<file path="src/rtl/spireg_pkg.sv">
package spireg_pkg;
  localparam int FRAME_BITS = 16;
  localparam int ADDR_W     = 6;
  localparam int BYTE_W     = 8;
  localparam int REG_W      = 16;
  localparam int VAL_W      = REG_W - 2;
  localparam int WORD_W     = ADDR_W - 1;

  typedef struct packed {
    logic              wr;
    logic              rsv;
    logic [ADDR_W-1:0] addr;
    logic [BYTE_W-1:0] data;
  } spi_cmd_t;
endpackage

</file>
<file path="src/rtl/spireg_sync.sv">
module spireg_sync #(
  parameter int STAGES = 2
) (
  input  logic clk,
  input  logic rst_n,
  input  logic sclk,
  input  logic cs_n,
  input  logic mosi,
  output logic sclk_rise,
  output logic sclk_fall,
  output logic cs_s,
  output logic cs_fall,
  output logic cs_rise,
  output logic mosi_s
);
  // Bit order inside each stage: {sclk, cs_n, mosi}; idle levels 1,1,0.
  localparam logic [2:0] IDLE = 3'b110;

  logic [STAGES-1:0][2:0] chain;
  logic [2:0]             last, prev;

  always_ff @(posedge clk or negedge rst_n) begin
    if (!rst_n) begin
      chain <= {STAGES{IDLE}};
      prev  <= IDLE;
    end else begin
      for (int s = STAGES - 1; s > 0; s--) chain[s] <= chain[s-1];
      chain[0] <= {sclk, cs_n, mosi};
      prev     <= chain[STAGES-1];
    end
  end

  assign last      = chain[STAGES-1];
  assign sclk_rise = last[2] & ~prev[2];
  assign sclk_fall = ~last[2] & prev[2];
  assign cs_s      = last[1];
  assign cs_fall   = ~last[1] & prev[1];
  assign cs_rise   = last[1] & ~prev[1];
  assign mosi_s    = last[0];
endmodule

</file>
<file path="src/rtl/spireg_frame.sv">
module spireg_frame
  import spireg_pkg::*;
(
  input  logic              clk,
  input  logic              rst_n,
  input  logic              sclk_rise,
  input  logic              sclk_fall,
  input  logic              cs_s,
  input  logic              cs_fall,
  input  logic              cs_rise,
  input  logic              mosi_s,
  input  logic [REG_W-1:0]  rd_word,
  output logic [WORD_W-1:0] rd_idx,
  output logic              rd_clr,
  output logic              wr_en,
  output logic [ADDR_W-1:0] wr_addr,
  output logic [BYTE_W-1:0] wr_data,
  output logic              frame_err,
  output logic              miso,
  output logic              miso_oe
);
  localparam int               CNT_W   = $clog2(FRAME_BITS + 2);
  localparam logic [CNT_W-1:0] CNT_MAX = CNT_W'(FRAME_BITS + 1);
  localparam logic [CNT_W-1:0] CNT_END = CNT_W'(FRAME_BITS);

  logic [FRAME_BITS-1:0] rx_sr, tx_sr;
  logic [CNT_W-1:0]      bit_cnt;
  logic                  pend_vld;
  logic [WORD_W-1:0]     pend_idx;
  spi_cmd_t              cmd;

  assign cmd    = spi_cmd_t'(rx_sr);
  assign rd_idx = pend_idx;
  assign rd_clr = cs_fall & pend_vld;

  always_ff @(posedge clk or negedge rst_n) begin
    if (!rst_n) begin
      rx_sr     <= '0;
      tx_sr     <= '0;
      bit_cnt   <= '0;
      pend_vld  <= 1'b0;
      pend_idx  <= '0;
      wr_en     <= 1'b0;
      wr_addr   <= '0;
      wr_data   <= '0;
      frame_err <= 1'b0;
    end else begin
      wr_en     <= 1'b0;
      frame_err <= 1'b0;
      if (cs_fall) begin
        // capture read word now so mid-frame sample updates cannot corrupt it
        tx_sr    <= pend_vld ? rd_word : '0;
        pend_vld <= 1'b0;
        bit_cnt  <= '0;
      end else if (!cs_s) begin
        if (sclk_rise) begin
          rx_sr <= {rx_sr[FRAME_BITS-2:0], mosi_s};
          if (bit_cnt != CNT_MAX) bit_cnt <= bit_cnt + 1'b1;
        end
        if (sclk_fall && bit_cnt != '0) tx_sr <= {tx_sr[FRAME_BITS-2:0], 1'b0};
      end
      if (cs_rise) begin
        if (bit_cnt == CNT_END) begin
          if (!cmd.rsv) begin
            if (cmd.wr) begin
              wr_en   <= 1'b1;
              wr_addr <= cmd.addr;
              wr_data <= cmd.data;
            end else begin
              pend_vld <= 1'b1;
              pend_idx <= cmd.addr[ADDR_W-1:1];
            end
          end
        end else begin
          frame_err <= 1'b1;
        end
      end
    end
  end

  assign miso_oe = ~cs_s;
  assign miso    = tx_sr[FRAME_BITS-1] & ~cs_s;

  a_r9_count_bounded: assert property (@(posedge clk) disable iff (!rst_n)
    bit_cnt <= CNT_MAX);
  a_r9_error_blocks_write: assert property (@(posedge clk) disable iff (!rst_n)
    frame_err |-> !wr_en);
  a_r10_tx_holds_between_edges: assert property (@(posedge clk) disable iff (!rst_n)
    (!sclk_fall && !cs_fall) |=> $stable(tx_sr));
endmodule

</file>
<file path="src/rtl/spireg_bank.sv">
module spireg_bank
  import spireg_pkg::*;
#(
  parameter int N_DATA    = 4,   // at least 2
  parameter int N_CTRL    = 4,
  parameter int CTRL_BASE = 8,
  parameter int STAT_WORD = 30,
  localparam int IDX_W    = $clog2(N_DATA)
) (
  input  logic                    clk,
  input  logic                    rst_n,
  input  logic                    wr_en,
  input  logic [ADDR_W-1:0]       wr_addr,
  input  logic [BYTE_W-1:0]       wr_data,
  input  logic [WORD_W-1:0]       rd_idx,
  input  logic                    rd_clr,
  output logic [REG_W-1:0]        rd_word,
  input  logic                    upd_valid,
  output logic                    upd_ready,
  input  logic [IDX_W-1:0]        upd_idx,
  input  logic [VAL_W-1:0]        upd_value,
  input  logic                    frame_err,
  input  logic                    alarm_pulse,
  input  logic                    flag_supply,
  input  logic                    flag_range,
  output logic [N_CTRL*REG_W-1:0] ctrl_q
);
  logic [N_DATA-1:0][VAL_W-1:0] data_val;
  logic [N_DATA-1:0]            data_nd;
  logic [N_CTRL-1:0][REG_W-1:0] ctrl_r;
  logic                         st_comm, st_alarm, any_err, stat_rd;
  logic [WORD_W-1:0]            wr_word;

  assign wr_word   = wr_addr[ADDR_W-1:1];
  assign stat_rd   = rd_clr && rd_idx == WORD_W'(STAT_WORD);
  assign any_err   = st_comm | st_alarm | flag_supply | flag_range;
  assign upd_ready = !(rd_clr && rd_idx == WORD_W'(upd_idx));

  always_ff @(posedge clk or negedge rst_n) begin
    if (!rst_n) begin
      data_val <= '0;
      data_nd  <= '0;
    end else begin
      for (int i = 0; i < N_DATA; i++) begin
        if (upd_valid && upd_ready && upd_idx == IDX_W'(i)) begin
          data_val[i] <= upd_value;
          data_nd[i]  <= 1'b1;
        end else if (rd_clr && rd_idx == WORD_W'(i)) begin
          data_nd[i] <= 1'b0;
        end
      end
    end
  end

  always_ff @(posedge clk or negedge rst_n) begin
    if (!rst_n) begin
      ctrl_r <= '0;
    end else if (wr_en) begin
      for (int i = 0; i < N_CTRL; i++) begin
        if (wr_word == WORD_W'(CTRL_BASE + i)) begin
          if (wr_addr[0]) ctrl_r[i][REG_W-1:BYTE_W] <= wr_data;
          else            ctrl_r[i][BYTE_W-1:0]     <= wr_data;
        end
      end
    end
  end

  always_ff @(posedge clk or negedge rst_n) begin
    if (!rst_n) begin
      st_comm  <= 1'b0;
      st_alarm <= 1'b0;
    end else if (stat_rd) begin
      st_comm  <= frame_err;
      st_alarm <= alarm_pulse;
    end else begin
      if (frame_err)   st_comm  <= 1'b1;
      if (alarm_pulse) st_alarm <= 1'b1;
    end
  end

  always_comb begin
    rd_word = '0;
    for (int i = 0; i < N_DATA; i++)
      if (rd_idx == WORD_W'(i)) rd_word = {data_nd[i], any_err, data_val[i]};
    for (int i = 0; i < N_CTRL; i++)
      if (rd_idx == WORD_W'(CTRL_BASE + i)) rd_word = ctrl_r[i];
    if (rd_idx == WORD_W'(STAT_WORD))
      rd_word = {{(REG_W-4){1'b0}}, flag_range, flag_supply, st_alarm, st_comm};
  end

  assign ctrl_q = ctrl_r;

  a_r7_accept_sets_flag: assert property (@(posedge clk) disable iff (!rst_n)
    (upd_valid && upd_ready) |=> data_nd[$past(upd_idx)]);
  a_r7_readout_clears_flag: assert property (@(posedge clk) disable iff (!rst_n)
    (rd_clr && rd_idx < WORD_W'(N_DATA)) |=> !data_nd[$past(rd_idx[IDX_W-1:0])]);
  a_r2_ctrl_hold_without_write: assert property (@(posedge clk) disable iff (!rst_n)
    !wr_en |=> $stable(ctrl_r));
  a_r8_comm_error_latches: assert property (@(posedge clk) disable iff (!rst_n)
    frame_err |=> st_comm);
endmodule

</file>
<file path="src/rtl/spireg_slave.sv">
module spireg_slave
  import spireg_pkg::*;
#(
  parameter int SYNC_STAGES = 2,
  parameter int N_DATA      = 4,
  parameter int N_CTRL      = 4,
  parameter int CTRL_BASE   = 8,
  parameter int STAT_WORD   = 30,
  localparam int IDX_W      = $clog2(N_DATA)
) (
  input  logic                    clk,
  input  logic                    rst_n,
  input  logic                    spi_sclk,
  input  logic                    spi_cs_n,
  input  logic                    spi_mosi,
  output logic                    spi_miso,
  output logic                    spi_miso_oe,
  input  logic                    upd_valid,
  output logic                    upd_ready,
  input  logic [IDX_W-1:0]        upd_idx,
  input  logic [VAL_W-1:0]        upd_value,
  input  logic                    alarm_pulse,
  input  logic                    flag_supply,
  input  logic                    flag_range,
  output logic [N_CTRL*REG_W-1:0] ctrl_q
);
  logic              sclk_rise, sclk_fall, cs_s, cs_fall, cs_rise, mosi_s;
  logic [REG_W-1:0]  rd_word;
  logic [WORD_W-1:0] rd_idx;
  logic              rd_clr, wr_en, frame_err;
  logic [ADDR_W-1:0] wr_addr;
  logic [BYTE_W-1:0] wr_data;

  spireg_sync #(.STAGES(SYNC_STAGES)) u_sync (
    .clk(clk), .rst_n(rst_n), .sclk(spi_sclk), .cs_n(spi_cs_n), .mosi(spi_mosi),
    .sclk_rise(sclk_rise), .sclk_fall(sclk_fall), .cs_s(cs_s),
    .cs_fall(cs_fall), .cs_rise(cs_rise), .mosi_s(mosi_s)
  );

  spireg_frame u_frame (
    .clk(clk), .rst_n(rst_n), .sclk_rise(sclk_rise), .sclk_fall(sclk_fall),
    .cs_s(cs_s), .cs_fall(cs_fall), .cs_rise(cs_rise), .mosi_s(mosi_s),
    .rd_word(rd_word), .rd_idx(rd_idx), .rd_clr(rd_clr),
    .wr_en(wr_en), .wr_addr(wr_addr), .wr_data(wr_data),
    .frame_err(frame_err), .miso(spi_miso), .miso_oe(spi_miso_oe)
  );

  spireg_bank #(
    .N_DATA(N_DATA), .N_CTRL(N_CTRL), .CTRL_BASE(CTRL_BASE), .STAT_WORD(STAT_WORD)
  ) u_bank (
    .clk(clk), .rst_n(rst_n), .wr_en(wr_en), .wr_addr(wr_addr), .wr_data(wr_data),
    .rd_idx(rd_idx), .rd_clr(rd_clr), .rd_word(rd_word),
    .upd_valid(upd_valid), .upd_ready(upd_ready), .upd_idx(upd_idx),
    .upd_value(upd_value), .frame_err(frame_err), .alarm_pulse(alarm_pulse),
    .flag_supply(flag_supply), .flag_range(flag_range), .ctrl_q(ctrl_q)
  );

  a_r5_quiet_when_deselected: assert property (@(posedge clk) disable iff (!rst_n)
    !spi_miso_oe |-> !spi_miso);
endmodule

</file>
<file path="config.mk">
export PLATFORM = sky130hd
export DESIGN_NAME = spireg_slave
export DESIGN_NICKNAME = d
export VERILOG_FILES = /design/src/rtl/spireg_pkg.sv /design/src/rtl/spireg_sync.sv /design/src/rtl/spireg_frame.sv /design/src/rtl/spireg_bank.sv /design/src/rtl/spireg_slave.sv
export SDC_FILE = /design/constraint.sdc
export NUM_CORES = 1
export LEC_CHECK = 0
export BUFFER_PORTS_ARGS = -buffer_cell sky130_fd_sc_hd__buf_2
export CAP_MARGIN = 30
export CORE_MARGIN = 8
export CORE_UTILIZATION = 35
export DETAILED_ROUTE_END_ITERATION = 8
export GPL_ROUTABILITY_DRIVEN = 0
export GPL_TIMING_DRIVEN = 0
export RECOVER_POWER = 25
export SLEW_MARGIN = 20
export SYNTH_ARGS = -nofsm -noshare
export SYNTH_HDL_FRONTEND = slang
export SYNTH_SLANG_ARGS = --single-unit
</file>
<file path="constraint.sdc">
create_clock -name clk -period 4.4 [get_ports clk]
set_input_delay 0.22 -clock clk [delete_from_list [all_inputs] [get_ports clk]]
set_output_delay 0.22 -clock clk [all_outputs]
set_load 0.05 [all_outputs]
</file>
# Word-level counts from Yosys, hierarchy flattened
# Index checks and enable logic that the tools add are counted.
classes:
  n_addsub: 1
  mul: 0
  div_mod_pow: 0
  magnitude_cmp: 0
  n_eq_ne: 19
  n_shift: 0
  muxes: 40
  n_bitwise: 17
  n_reduce_logical: 38
op_table:
  columns: ["operator", "n"]
  rows:
  - ["two-way mux 16 bit", 13]
  - ["== test 5 x 4 -> 1 bit, second input constant", 8]
  - ["AND reduction 3 bit", 10]
  - ["two-way mux 1 bit", 23]
  - ["two-way mux 5 bit", 4]
  - ["nonzero test 2 bit", 9]
  - ["logical AND 1 bit", 12]
  - ["== test 5 x 2 -> 1 bit, second input constant", 2]
  - ["== test 5 bit, second input constant", 2]
  - ["NOT 1 bit", 8]
  - ["AND reduction 4 bit", 2]
  - ["bitwise AND 1 bit", 6]
  - ["adder 5 x 1 -> 5 bit, second input constant", 1]
  - ["== test 5 x 1 -> 1 bit, second input constant", 1]
  - ["== test 5 x 2 -> 1 bit", 1]
  - ["logical NOT 5 bit", 1]
  - ["inequality test 5 bit, second input constant", 1]
  - ["nonzero test 5 bit", 1]
  - ["== test 2 bit, second input constant", 2]
  - ["OR 1 bit", 3]
  - ["== test 2 x 1 -> 1 bit, second input constant", 1]
  - ["logical NOT 2 bit", 1]
  - ["inequality test 2 x 1 -> 1 bit, second input constant", 1]
  - ["AND reduction 2 bit", 1]
  - ["logical NOT 1 bit", 1]
totals:
  ff_bits: 194
  latchBits: 0
  ramBits: 0
  mem_bits_ro: 0
  inputBits: 25
  out_inout_bits: 67
  word_cells: 145
  n_memories: 0

# Longest topological paths before layout
# Gate-level depths: netlist of the first run.
logic_depth:
  ltp_word: 14
  ltp_mapped: 9

# Hierarchy
# A second synthesis of the first run with hierarchy kept.
hier_totals:
  hier_cells: 710
  hier_area_um2: 9182.6
modules_own_cells:
  columns: ["module", "instances", "cells_per_inst", "area_each_um2"]
  rows:
  - ["spireg_bank", 1, 501, 6252.2]
  - ["spireg_frame", 1, 197, 2687.6]
  - ["spireg_sync", 1, 12, 242.7]

# Worst setup path after synthesis of the first run
# No wires, ideal clock.
synth_path:
  path_kind: "reg-to-reg"
  startpoint: "reg u_frame.bit_cnt[0]"
  endpoint: "reg u_frame.tx_sr[11]"
  setup_ps: 121
  t_arrival_ps: 1931
  required_ps: 4279
  setup_slack_ps: 2348
  stages_incl_launch_ff: 10
  n_path_buf: 2
  period_less_slack_ps: 2052
  cell_sequence: "dfrtp_1 -> inv_1 -> ha_1 -> or4b_1 -> and3_1 -> buf_2 -> nor2_1 -> buf_2 -> a21oi_1 -> a22o_1"
synth_between:
  elab_chain_len: 4
synth_rtl:
  columns: ["element", "line", "rtl"]
  rows:
  - ["start, declared", "spireg_frame.sv:27", "logic [CNT_W-1:0] bit_cnt;"]
  - ["start signal, assigned", "spireg_frame.sv:58", "if (bit_cnt != CNT_MAX) bit_cnt <= bit_cnt + 1'b1;"]
  - ["nonzero test 5 bit", "spireg_frame.sv:60", "if (sclk_fall && bit_cnt != '0) tx_sr <= {tx_sr[FRAME_BITS-2:0], 1'b0};"]
  - ["logical AND 1 bit", "spireg_frame.sv:60", null]
  - ["nonzero test 2 bit (no source line)", null, null]
  - ["AND reduction 2 bit (no source line)", null, null]
  - ["end signal, assigned", "spireg_frame.sv:52", "tx_sr <= pend_vld ? rd_word : '0;"]
  - ["end signal, assigned", "spireg_frame.sv:60", null]
  - ["end, declared", "spireg_frame.sv:26", "logic [FRAME_BITS-1:0] rx_sr, tx_sr;"]
# No other way between the ends.
# A chain may end at the register's enable or synchronous reset.

# Worst setup path after layout of the first run
layout_path:
  startpoint: "reg u_frame.pend_idx[0] (netlist: u_frame.rd_idx[0])"
  endpoint: "out upd_ready"
layout_between:
  elab_chain_len: 3
layout_rtl:
  columns: ["element", "line", "rtl"]
  rows:
  - ["start, declared", "spireg_frame.sv:29", "logic [WORD_W-1:0] pend_idx;"]
  - ["start signal, assigned", "spireg_frame.sv:71", "pend_idx <= cmd.addr[ADDR_W-1:1];"]
  - ["== test 5 x 2 -> 1 bit", "spireg_bank.sv:37", "assign upd_ready = !(rd_clr && rd_idx == WORD_W'(upd_idx));"]
  - ["logical AND 1 bit", "spireg_bank.sv:37", null]
  - ["logical NOT 1 bit", "spireg_bank.sv:37", null]
  - ["end, declared", "spireg_slave.sv:19", "output logic upd_ready,"]
# No other way between the ends.

==> run metrics, run 1 <==
commonest non-fill, non-tap cell in the layout dfrtp_1; number of fillers in the final layout between 2,000 and 2,500; first-pass GRT wire length 38,600 µm; CTS max path bufs 2; power per cell area ~370 nW/µm²; initial antenna violation count 0; Max Slew Vio Count 0; setup ws final approximately 1.7 ns; Post-synth ARST share 100%; clk_skew about 0.012 ns; All-Layer GR Usage between 10% and 20%; worst reg-to-reg setup slack about 1.8 ns; grt ovf 0; # setup viols final 0; xor/xnor cell area share of the yosys netlist 0.594%; Worst Path Arrival about 2.5 ns; minimum clock period 2.69 ns; Yosys cell types 65; Final Hold Viols 0; reg2reg end u_bank.data_val[53]; FF+latch area 4840 µm²; share of cells above drive strength 1 40.1%; post-synthesis simple-gate area fraction 7.90%; post-synthesis cell area around 8900 µm²; later-pin clock latency in the skew report 0.44 ns; Initial Util 35.4%; htree depth 4; Residual DRC 0; die area 30,600 µm²; Synth Warn # 0; Avg Inst Size Synth 13.1 µm²; Hold-fix buffers, CTS 5; CTS resizes 0; adder-cell area share of the yosys netlist 0.424%; clock group share of total power around two fifths; Die Wd 175 µm; ant diodes 0; Ports 92; vias in the first global route 6,341; Avg WL per Cell 22.0 µm; r2r worst-path depth 5; unrepaired setup endpoints after global routing false; core box area 25,000 µm²; post-synth net total 703; HPWL Detailed 18,300 µm; Setup Total Neg Slack 0 ns; post-synthesis compound-gate area fraction between 10% and 20%; CTS tree done; die height 175 µm; Setup CP Type flip-flop to output pin; commonest cells after routing, fill and taps aside dfrtp_1 (187), mux2_2 (135), buf_2 (103), nor2_1 (34), nand2_1 (31); combinational group share of total power 9.4%; fmax 371 MHz; Max IR drop VDD 0.000235 V; Top FF cell, synth dfrtp_1; Worst-path clk slew 0.08 ns; ANT nets after route 0; drt pass-1 iters 4; mux cell area share after synthesis 23.2%; Hold Path End u_bank.data_val[38]; via count 6,132; Slew HR 3.24%; Gate Count Post-Synth 675; worst endpoint required time 4.18 ns; main combinational cell family by area after synthesis multiplexers; Initial DRC Count 570; max-cap violation count 0; TritonCTS Buffers 17; crit-path max FO 10; RR Startpoint u_sync.last[1]; Routed WL roughly 25,000 µm; Place WS around 1.9 ns; Post-synth EDFFs 0; Least-Margin Pin Slew 1.45 ns; clk root buf clkbuf_16; Hold Startpoint upd_value[10]; largest net degree at the start of global routing 94; worst hold stages 2; clk sinks 193; CP Capture Type output pin; WHS 0.0654 ns; Net Sw Frac a little over a quarter; fin crit share 61.2%; Worst Hold Class input port to flip-flop; post-CTS setup buffers 0; Port Buffers 91; startpoint types flip-flop; sequential-to-total area share from yosys stat a little over half; Cell Int Power 2860 µW; Vias/cell 5.40; fin nets 820; switching pwr 1010 µW; multi-input logic area 3780 µm²; Pleak 0.00488 µW; sequential power share 51.4%; run status completed; row count 58; Syn-to-layout area delta 17.4%; Yosys reg bits 193
-- cells in the mapped netlist (5+ instances only) --
cell / number / area, µm²
a22o_1: 11 / 96.3
o21ai_0: 15 / 75.1
a21o_1: 6 / 45.0
nand2b_1: 9 / 56.3
dfstp_2: 6 / 158
nor2b_1: 11 / 68.8
nand2_1: 31 / 116
o22a_1: 6 / 52.6
mux2_2: 135 / 1520
mux2i_1: 13 / 130
a21oi_1: 23 / 115
mux2_4: 27 / 405
inv_1: 8 / 30.0
clkbuf_1: 9 / 33.8
dfrtp_1: 187 / 4680
a22oi_1: 13 / 97.6
buf_6: 5 / 56.3
nand3_1: 7 / 35.0
o211a_1: 5 / 50.1
nor2_1: 34 / 128
buf_2: 13 / 65.1
nor3_1: 5 / 25.0
o21bai_1: 8 / 60.1
a221oi_1: 11 / 96.3
nand4_1: 8 / 50.1
-- kinds of logic after synthesis --
family          Yosys count
compound gates          126
xor+xnor                  6
fa+ha+maj                 3
buf+inv                  42
flops                   193
mux                     175
simple gates            130
-- critical path, stage by stage, from the launching register on --
cell	delay [ns]
dfrtp_1	0.32
buf_2	0.19
buf_2	0.32
buf_1	0.64
xnor2_1	0.15
nand3_1	0.14
buf_2	0.28
-- power by group through the flow --
stage | clock [µW] | combinational, µW | sequential (µW)
after floorplan | 0 | 249 | 1990
after global placement | 0 | 350 | 2020
after detailed placement | 0 | 367 | 2020
after CTS | 1540 | 370 | 1990
after global routing | 1610 | 396 | 2000
final | 1520 | 363 | 1990
-- metrics by stage --
step	power, µW	cell area (µm²)	cells	util (%)
2_1_floorplan	2240	8850	675	-
3_3_place_gp	2370	9720	1096	38.8
3_5_place_dp	2390	9790	1098	39.1
4_1_cts	3900	10400	1135	41.6
5_1_grt	4010	10400	1135	41.5
6_report	3870	10400	1135	41.5
-- worst max-delay path by stage --
stage / startpoint / end / slack (ns)
after floorplan: u_frame.bit_cnt[0] / u_frame.tx_sr[11] / 2.35
after global placement: rst_n / u_frame.cmd[2] / -0.20
after detailed placement: u_frame.rd_idx[0] / u_frame.tx_sr[7] / 1.95
after CTS: u_frame.rd_idx[0] / upd_ready / 1.70
after global routing: u_frame.rd_idx[0] / upd_ready / 1.65
final: u_frame.rd_idx[0] / upd_ready / 1.71
-- final cells by class --
type                    instances  area share, %
repair buffers                 98           5.38
flip-flops and latches        193           46.5
clock inverters                15           1.40
multi-input cells             440           36.4
plain buffers                  32           1.90
inverters                      10          0.361
well taps                     330           3.97
clock buffers                  17           4.09
-- registers in the layout (all words and copies together) (netlist names), 4 cells and up --
name	count
u_bank.ctrl_q	64
u_frame.bit_cnt	5
u_frame.rd_idx	5
u_bank.data_nd	4
u_frame.wr_data	8
u_frame.wr_addr	6
u_frame.cmd	16
u_frame.tx_sr	16
u_bank.data_val	56
-- routing by layer --
layer  wire length (µm)  vias up  share of wire (%)  track usage [%]
li1                   -     2736                  -                -
met1              11200     3197                 45             21.5
met2              11900      169                 48             26.3
met3               1370       30                5.5             4.38
met4                487        0                2.0             5.40
met5                  0        -                  0                0
(Power assumes the default switching activity.)
==> inputs of run 2 (changes only) <==
- clock period: 4.4 -> 2.7 ns (I/O delays scaled with it)
==> run metrics, run 2 (same netlist as run 1, synthesis figures left out) <==
grt ovf 0; placed cells approximately 1,100; Crit. Startpoint u_sync.last[1]; Setup CP Type flip-flop to flip-flop; post-CTS setup buffers 0; htree depth 4; first-pass GRT wire length 38,800 µm; Max IR drop VDD 0.000385 V; Worst Path Arrival 2.92 ns; worst reg-to-reg setup slack 0.1 ns; run status completed; max-cap violation count 0; worst endpoint required time 3.02 ns; startpoint types flip-flop; Worst-path clk slew 0.08 ns; CTS resizes 0; clk sinks 193; row count between 50 and 60; commonest cells after routing, fill and taps aside dfrtp_1 (187), mux2_2 (135), buf_2 (103), nor2_1 (34), nand2_1 (31); Vias/cell 5.39; CP Capture Type flip-flop; Least-Margin Pin Slew 1.46 ns; ANT nets after route 0; Max Slew Vio Count 0; Placed Instance Area roughly 9800 µm²; commonest non-fill, non-tap cell in the layout dfrtp_1; clk_skew 0.0102 ns; Final Hold Viols 0; drt pass-1 iters 5; Routed WL 25,000 µm; TritonCTS Buffers 17; gr busiest metal met2; Port Buffers 91; r2r worst-path depth 5; worst hold stages 3; Largest register FFs between 60 and 70; HPWL Detailed 18,300 µm; Syn-to-layout area delta 19.0%; Power, Total 6320 µW; Final Cell Area 10,500 µm²; CTS tree done; CTS max path bufs 2; vias in the first global route 6,406; Pleak about 0.0049 µW; ant diodes 0; Initial Util 35.4%; minimum clock period roughly 2.6 ns; die area 30,600 µm²; Slew HR 2.58%; reg2reg end u_bank.data_val[53]; fmax 384 MHz; Hold Path End u_bank.data_nd[3]; initial antenna violation count 0; Layout Cells excl Fill 1,149; met3 global-route usage 4.40%; Initial DRC Count 520; fin crit share between 90 and 100%; Hold-fix buffers, CTS 19; met1 usage 21.6%; die height around 180 µm; Residual DRC 0; share of cells above drive strength 1 roughly two fifths; WHS 0.0476 ns; RR Startpoint u_sync.last[1]; Hold Startpoint upd_valid; Setup Total Neg Slack 0 ns; unrepaired setup endpoints after global routing false; clk root buf clkbuf_16; largest net degree at the start of global routing 94; # setup viols final 0; Avg WL per Cell about 22 µm; All-Layer GR Usage 16.6%; power per cell area 600 nW/µm²; Worst Hold Class input port to flip-flop; later-pin clock latency in the skew report 0.44 ns; Ports 92; via count 6,196; core box area between 20,000 and 30,000 µm²; Die Wd 175 µm; fin nets 834; grt met2 use a little over a quarter; crit-path max FO 10
## run 2: area by class of cell
type / instances / area (µm²)
Clock buffer: 17 / 425
Timing Repair Buffer: 112 / 699
Buffer: 32 / 198
Sequential cell: 193 / 4840
Inverter: 10 / 37.5
Clock inverter: 15 / 145
Multi-Input combinational cell: 440 / 3780
Tap cell: 330 / 413
Fill cell: 2411 / 14500
## run 2: per-layer routing
layer  vias to the layer above  part of all wire, %
met5                         -                    0
met3                        27                  5.9
met4                         0                  1.9
li1                       2763                    -
met2                       192                   48
met1                      3214                   45
## run 2: report_power, final
group / switching, µW / internal, µW / leakage [µW]
sequential: 134 / 3110 / 0.00251
combinational: 266 / 342 / 0.00216
clock: 1240 / 1230 / 0.000280
## run 2: critical path, stage by stage, from the launching register on
cell and delay, ns:
dfstp_1 0.71, nand3b_1 0.38, nor2_4 0.12, a31oi_1 0.55, buf_4 0.35, mux2_2 0.36
## run 2: per-stage QoR
stage / setup WS [ns] / util [%]
floorplan: 0.648 / -
detailed placement: 0.246 / 39.1
finish: 0.0975 / 42.1
global placement: -1.81 / 38.8
global route: 0.0256 / 42.1
CTS: 0.0834 / 42.1
## run 2: how the worst max path moves through the flow
| stage | endpoint | cells past startpoint |
|---|---|---|
| floorplan | u_frame.tx_sr[11] | 9 |
| global placement | u_frame.cmd[2] | 1 |
| detailed placement | u_frame.tx_sr[7] | 7 |
| CTS | upd_ready | 6 |
| global route | u_bank.data_val[53] | 5 |
| finish | u_bank.data_val[53] | 5 |
==> inputs of run 3 (changes only) <==
- BUFFER_PORTS_ARGS: -buffer_cell sky130_fd_sc_hd__buf_2 -> -buffer_cell sky130_fd_sc_hd__buf_4
==> run metrics, run 3 (same netlist as run 1, synthesis figures left out) <==
clk root buf clkbuf_16; Port Buffers 91; Routed WL 24,900 µm; CTS tree done; die area 30,600 µm²; Initial DRC Count 453; Die Wd 175 µm; Initial Util between 30% and 40%; Avg WL per Cell 21.6 µm; largest net degree at the start of global routing 97; CTS max path bufs 2; drt pass-1 iters 7; Least-Margin Pin Slew 1.33 ns; vias in the first global route about 6,500; met1 usage 21.8%; clk sinks 193; row count 58; fin nets 835; initial antenna violation count 0; Layout Cells excl Fill 1,150; Pleak 0.00496 µW; share of cells above drive strength 1 39.8%; r2r worst-path depth 7; Ports 92; Syn-to-layout area delta 21.6%; HPWL Detailed 18,100 µm; grt met2 use 26.4%; Max Slew Vio Count 0; minimum clock period between 2 and 3 ns; grt ovf 0; Largest register FFs 64; Setup Total Neg Slack 0 ns; fmax a little under 400 MHz; core box area around 25,000 µm²; Max IR drop VDD 0.000342 V; commonest cells after routing, fill and taps aside dfrtp_1 (187), mux2_2 (135), buf_4 (89), nor2_1 (34), nand2_1 (31); max-cap violation count 0; Worst Hold Class input port to async pin; Worst-path clk slew roughly 0.080 ns; run status completed; commonest non-fill, non-tap cell in the layout dfrtp_1; TritonCTS Buffers 17; Setup CP Type flip-flop to flip-flop; fin crit share 93.8%; clk_skew approximately 0.012 ns; Slew HR 11.0%; die height 175 µm; met3 global-route usage 3.73%; ant diodes 0; # setup viols final 0; placed cells 1,098; Vias/cell around 5.4; crit-path max FO 10; CP Capture Type flip-flop; first-pass GRT wire length approximately 39,000 µm; startpoint types flip-flop; unrepaired setup endpoints after global routing false; via count slightly above 6,000; ANT nets after route 0; gr busiest metal met2; worst endpoint required time 2.99 ns; All-Layer GR Usage 16.5%; later-pin clock latency in the skew report 0.44 ns; power per cell area 596 nW/µm²; htree depth 4; Residual DRC 0; Worst Path Arrival 2.83 ns; post-CTS setup buffers 0; Final Hold Viols 0
## run 3: worst max-delay path: stages (launching register included)
cell and delay, ns:
dfrtp_1 0.32, buf_2 0.20, buf_2 0.33, clkinv_1 0.41, nand2_1 0.22, o21ai_0 0.19, a221oi_1 0.53, o31ai_1 0.17
## run 3: area by class of cell
class | count | area [µm²]
Clock buffer | 17 | 425
Timing Repair Buffer | 113 | 890
Tap cell | 330 | 413
Clock inverter | 15 | 180
Fill cell | 2370 | 14300
Inverter | 10 | 37.5
Multi-Input combinational cell | 440 | 3780
Buffer | 32 | 199
Sequential cell | 193 | 4840
## run 3: path summary, 6_finish.rpt
kind                            slack (ns)                  end               from
max in group asynchronous             1.11   u_frame.bit_cnt[1]              rst_n
worst max register to register        0.17     u_frame.tx_sr[9]  u_frame.rd_idx[0]
worst min-delay path                  0.02  u_bank.data_val[22]              rst_n
min in group clk                      0.04    u_bank.data_nd[3]         upd_idx[0]
worst max-delay path                  0.17     u_frame.tx_sr[9]  u_frame.rd_idx[0]
worst min register to register        0.35       u_sync.last[0]    u_sync.chain[0]
## run 3: report_power, final
group          switching, µW  internal, µW
Sequential               134          3110
Clock                   1300          1260
Combinational            264           345
Total                   1700          4710
## run 3: timing repair
action                                 CTS  global route
resized for setup                        0             1
setup endpoints to repair                0             1
hold buffers                            19             0
endpoints found under the hold margin  247             0
## run 3: through the flow
stage          setup WS [ns]  hold slack, ns  power, µW  util (%)  area, µm²
5_1_grt                0.117          0.0367       6660      43.0      10800
2_1_floorplan          0.648          -0.161       3650         -       8850
3_5_place_dp           0.204         -0.0758       3900      40.0      10000
3_3_place_gp           0.137           0.244       3880      39.7       9950
6_report               0.168          0.0163       6410      43.0      10800
4_1_cts               0.0825          0.0261       6490      43.2      10800
## run 3: layer usage
layer / routed length [µm] / vias to the layer above / part of all wire [%]
met3: 1120 / 33 / 4.5
met4: 517 / 0 / 2.1
met2: 11800 / 156 / 48
met5: 0 / - / 0
li1: - / 2770 / -
met1: 11400 / 3217 / 46
